## src/rtl/fp_sgnj_pkg.sv

```systemverilog
package fp_sgnj_pkg;
  localparam int unsigned FLEN = 64;
  localparam int unsigned SLEN = 32;
  localparam logic [SLEN-1:0] CANON_NAN_S = {1'b0, {(8+1){1'b1}}, {(SLEN-10){1'b0}}};

  typedef enum logic [1:0] {
    SGNJ_COPY = 2'd0,
    SGNJ_NEG  = 2'd1,
    SGNJ_XOR  = 2'd2,
    SGNJ_MOVE = 2'd3
  } sgnj_op_e;
endpackage

```

## src/rtl/fp_unbox.sv

```systemverilog
module fp_unbox
  import fp_sgnj_pkg::*;
#(
  parameter int unsigned WIDE   = FLEN,
  parameter int unsigned NARROW = SLEN
) (
  input  logic [WIDE-1:0]   reg_i,
  output logic [NARROW-1:0] val_o
);
  localparam int unsigned PAD = WIDE - NARROW;
  logic boxed;
  assign boxed = &reg_i[WIDE-1:NARROW];
  assign val_o = boxed ? reg_i[NARROW-1:0] : CANON_NAN_S[NARROW-1:0];

  always_comb begin
    assert (PAD > 0);
  end
endmodule

```

## src/rtl/fp_sign_mix.sv

```systemverilog
module fp_sign_mix
  import fp_sgnj_pkg::*;
#(
  parameter int unsigned W = FLEN
) (
  input  sgnj_op_e     op_i,
  input  logic         s1_i,
  input  logic         s2_i,
  input  logic [W-2:0] mag_i,
  output logic [W-1:0] res_o
);
  logic sign;
  always_comb begin
    unique case (op_i)
      SGNJ_NEG: sign = ~s2_i;
      SGNJ_XOR: sign = s1_i ^ s2_i;
      default:  sign = s2_i;
    endcase
  end
  assign res_o = {sign, mag_i};
endmodule

```

## src/rtl/fp_sgnj_unit.sv

```systemverilog
module fp_sgnj_unit
  import fp_sgnj_pkg::*;
(
  input  logic        clk_i,
  input  logic        rst_ni,
  input  logic        valid_i,
  input  logic [1:0]  op_i,
  input  logic        dbl_i,
  input  logic [63:0] op1_i,
  input  logic [63:0] op2_i,
  output logic        valid_o,
  output logic [63:0] result_o
);
  localparam int unsigned PAD = FLEN - SLEN;

  sgnj_op_e op;
  assign op = sgnj_op_e'(op_i);

  logic [SLEN-1:0] s_a, s_b, s_res;
  logic [FLEN-1:0] d_res, comb_res;

  fp_unbox #(.WIDE(FLEN), .NARROW(SLEN)) i_unbox_a (.reg_i(op1_i), .val_o(s_a));
  fp_unbox #(.WIDE(FLEN), .NARROW(SLEN)) i_unbox_b (.reg_i(op2_i), .val_o(s_b));

  fp_sign_mix #(.W(SLEN)) i_mix_s (
    .op_i(op), .s1_i(s_a[SLEN-1]), .s2_i(s_b[SLEN-1]),
    .mag_i(s_a[SLEN-2:0]), .res_o(s_res)
  );
  fp_sign_mix #(.W(FLEN)) i_mix_d (
    .op_i(op), .s1_i(op1_i[FLEN-1]), .s2_i(op2_i[FLEN-1]),
    .mag_i(op1_i[FLEN-2:0]), .res_o(d_res)
  );

  logic unused_bits;
  assign unused_bits = ^s_b[SLEN-2:0];

  always_comb begin
    if (op == SGNJ_MOVE)
      comb_res = dbl_i ? op1_i : {{PAD{op1_i[SLEN-1]}}, op1_i[SLEN-1:0]};
    else
      comb_res = dbl_i ? d_res : {{PAD{1'b1}}, s_res};
  end

  always_ff @(posedge clk_i or negedge rst_ni) begin
    if (!rst_ni) begin
      valid_o  <= 1'b0;
      result_o <= '0;
    end else begin
      valid_o <= valid_i;
      if (valid_i) result_o <= comb_res;
    end
  end

  assert_neg_sign_R2: assert property (@(posedge clk_i) disable iff (!rst_ni)
    valid_i && dbl_i && op_i == 2'd1 |=> result_o[63] != $past(op2_i[63]));
  assert_dbl_low_pass_R4: assert property (@(posedge clk_i) disable iff (!rst_ni)
    valid_i && dbl_i && op_i != 2'd3 |=> result_o[62:0] == $past(op1_i[62:0]));
  assert_single_boxed_R7: assert property (@(posedge clk_i) disable iff (!rst_ni)
    valid_i && !dbl_i && op_i != 2'd3 |=> &result_o[63:32]);
  assert_move_dbl_R8: assert property (@(posedge clk_i) disable iff (!rst_ni)
    valid_i && dbl_i && op_i == 2'd3 |=> result_o == $past(op1_i));
  assert_hold_R9: assert property (@(posedge clk_i) disable iff (!rst_ni)
    !valid_i |=> $stable(result_o) && !valid_o);
  assert_valid_follow_R9: assert property (@(posedge clk_i) disable iff (!rst_ni)
    valid_i |=> valid_o);
endmodule

```

## config.mk

```make
export PLATFORM = sky130hd
export DESIGN_NAME = fp_sgnj_unit
export DESIGN_NICKNAME = d
export VERILOG_FILES = /design/src/rtl/fp_sgnj_pkg.sv /design/src/rtl/fp_unbox.sv /design/src/rtl/fp_sign_mix.sv /design/src/rtl/fp_sgnj_unit.sv
export SDC_FILE = /design/constraint.sdc
export NUM_CORES = 1
export LEC_CHECK = 0
export ABC_AREA = 1
export BUFFER_PORTS_ARGS = -buffer_cell sky130_fd_sc_hd__buf_2
export CAP_MARGIN = 20
export CELL_PAD_IN_SITES_DETAIL_PLACEMENT = 1
export CELL_PAD_IN_SITES_GLOBAL_PLACEMENT = 1
export CORE_ASPECT_RATIO = 0.5
export CORE_MARGIN = 4
export CORE_UTILIZATION = 29
export DETAILED_ROUTE_END_ITERATION = 16
export PLACE_DENSITY = 0.8
export SLEW_MARGIN = 0
export SYNTH_ARGS = -nofsm -noshare
export SYNTH_HDL_FRONTEND = slang
export SYNTH_SLANG_ARGS = --single-unit
```

## constraint.sdc

```tcl
create_clock -name clk_i -period 0.8 [get_ports clk_i]
set_input_delay 0.12 -clock clk_i [delete_from_list [all_inputs] [get_ports clk_i]]
set_output_delay 0.12 -clock clk_i [all_outputs]
set_load 0.03 [all_outputs]
```

==> impl_results.md <==
* Status: finished with violations
* Failing checks: setup timing
* Worst path max stage delay at between 0.4 and 0.5 ns
* Ratio of cells with drive above 1 in the final layout at a little over 60%
* Syn avg cell area at a little over 8 µm²
* Vias per cell at just over 5
* Tcrit/Tclk final at 136%
* Total negative setup slack at -25.04 ns
* Worst EP arrival at ~0.97 ns
* H-tree depth at 3
* Fin. Hold Viols at 0
* Worst-path clk slew at around 0.060 ns
* Reg area at 1630 µm²
* Post-Syn Area at about 3100 µm²
* Starting Density at 30.1%
* Worst-Margin Slew at about 0.36 ns
* IO Pins at around 200
* Worst EP required at roughly 0.7 ns
* Number of buffers and inverters on the critical path at 1
* DR vias at 3967
* Non-Filler Instances at ~770
* Layout Nets at between 700 and 800
* Final Wtd Congestion at just over 0.8
* PortBufs at ~170
* Worst rel slew slack at between 70% and 80%
* Fin. max-slew vios at 0
* Rows at 26
* CTS Buf Count at 9
* Dpl hpwl at 8360 µm
* Leak Pwr at a little over 0.003 µW
* RSZ-0062 raised after global routing: true
* Die Y at roughly 81 µm
* Detailed Route WL at around 19000 µm
* Final worst setup slack at -0.285 ns
* P&R area growth vs syn at 105%
* Finish-stage setup viols at about 130
* Type of the worst min-delay path: input pin to flop
* Most frequent cells in the layout: buf_6, nand2_1, buf_2
* Clk root buf: clkbuf_16
* DRT antenna net count at 0
* WHS at 0.00209 ns
* Max Clk Rate at roughly 900 MHz
* Commonest non-fill, non-tap cell in the layout: buf_6
* Largest net degree at the start of global routing at 39
* Crit path launch type: flop
* Clk_lat worst skew at roughly 0.35 ns
* Max Buffers Root-to-Sink at 2
* Ys Warns at 0
* Fillers at 1128
* Clock sink total at 65
* Fin area at between 6000 and 7000 µm²
* Drt pass-1 iters at 4
* Post-layout min period at 1.09 ns
* First-pass GRT wire length at 24500 µm
* DRC at 0
* Placed Area at ~4500 µm²
* Vias in the first global route at about 4200
* Synthesized flop and latch total at 65
* CTS tree: yes
* Max rail drop VDD at about 1900 µV
* Crit path kind: flop to primary output
* GR Overflow Total at 0
* Crit path cell chain: buf_6
* Worst-path fanout max at 2
* Die area at about 13000 µm²
* Max_cap viols at 0
* Die X at approximately 150 µm
* Footprint of the multi-input gates at 1910 µm²
* Synth area leader: dfrtp_1
* Unique cell type count in the Yosys netlist at 24
* PD cells at 1850 nW/µm²
* Core area at 10300 µm²
* GR Util All Layers at between 20% and 30%
* Initial DRC Count at 241
* Mapped Cells at around 380
* Syn nets at 521
* Initial antenna violation count at 1
* Seq/Total Area, Yosys at approximately 52%
* Top post-synthesis cells by area: dfrtp_1, nand2_1, nor2_1
* Dpl cells at about 710
* Slowest cell on crit path: dfrtp_1
* Drt wl/cell at between 20 and 25 µm
* Pre-CTS WS at -0.462 ns
* Clock Skews at 0 ns
* Share of the synthesized area in the top cell type at 52.2%
* Worst path top cell family by delay: flip-flops
* CP Capture Type: primary output
-- metrics by stage --
step	utilization [%]	power [µW]
after floorplan	-	5170
after global placement	43.8	6200
after detailed placement	43.8	6270
after CTS	56.7	11100
after global routing	61.9	12200
final	61.9	11900
-- routing by layer --
layer | track usage [%] | wire length (µm) | vias up
met5 | 0 | 0 | -
met4 | 10.8 | 946 | 0
met3 | 6.76 | 939 | 65
met2 | 46.1 | 9740 | 181
met1 | 29.7 | 7390 | 2011
li1 | - | - | 1710
-- cells by family after synthesis --
kind of cell | Yosys count | synth area share, %
adders and majority gates | 3 | 1.20
buffers and inverters | 32 | 5.54
AOI/OAI and AO/OA | 45 | 7.79
and+or+nand+nor | 239 | 33.3
DFF | 65 | 52.2
-- path summary, 6_finish.rpt --
check	startpoint	endpoint	slack (ns)	cells past startpoint
min in group asynchronous	rst_ni	result_o[56]	0.37	3
min reg2reg	result_o[8]	result_o[8]	0.51	2
max reg2reg	result_o[42]	result_o[42]	-0.09	3
max	result_o[31]	result_o[31]	-0.29	1
max in group asynchronous	rst_ni	result_o[3]	0.19	3
min	op1_i[9]	result_o[9]	0.002	3
-- cell type report --
cell class | instances | area share, %
antenna | 1 | 0.0391
inverter | 12 | 0.704
timing repair buffer | 250 | 36.9
clock buffer | 11 | 3.79
multi-input combinational | 287 | 29.8
sequential | 65 | 25.4
clock inverter | 3 | 0.664
tap | 140 | 2.74
-- where the power goes --
part	internal, µW	total [µW]	leakage (µW)	switching, µW
combinational	1760	3850	0.00215	2090
clock	2460	4070	0.000137	1610
sequential	3620	3940	0.000739	320
total	7840	11900	0.00303	4020
-- state kept, by name, indices dropped and copies added, names as in the netlist --
signal    flops
valid_o       1
result_o     64
-- synth_stat cells (all sizes together) --
master	number
nand4	5
nor3	2
buf	12
a21oi	41
o21ai	1
ha	3
dfrtp	65
nand3	28
a31oi	2
nand2	129
clkbuf	8
nor2	73
inv	12
nand3b	2
a211oi	1
-- repair_timing --
item,4_1_cts,5_1_grt
hold buffers,1,0
pin swaps,19,19
hold endpoints to repair,65,0
resized for setup,225,79
cloned,5,3
setup buffers,15,24
endpoints found under the setup margin,121,129
No activity file was read; power rests on OpenSTA's default activity.
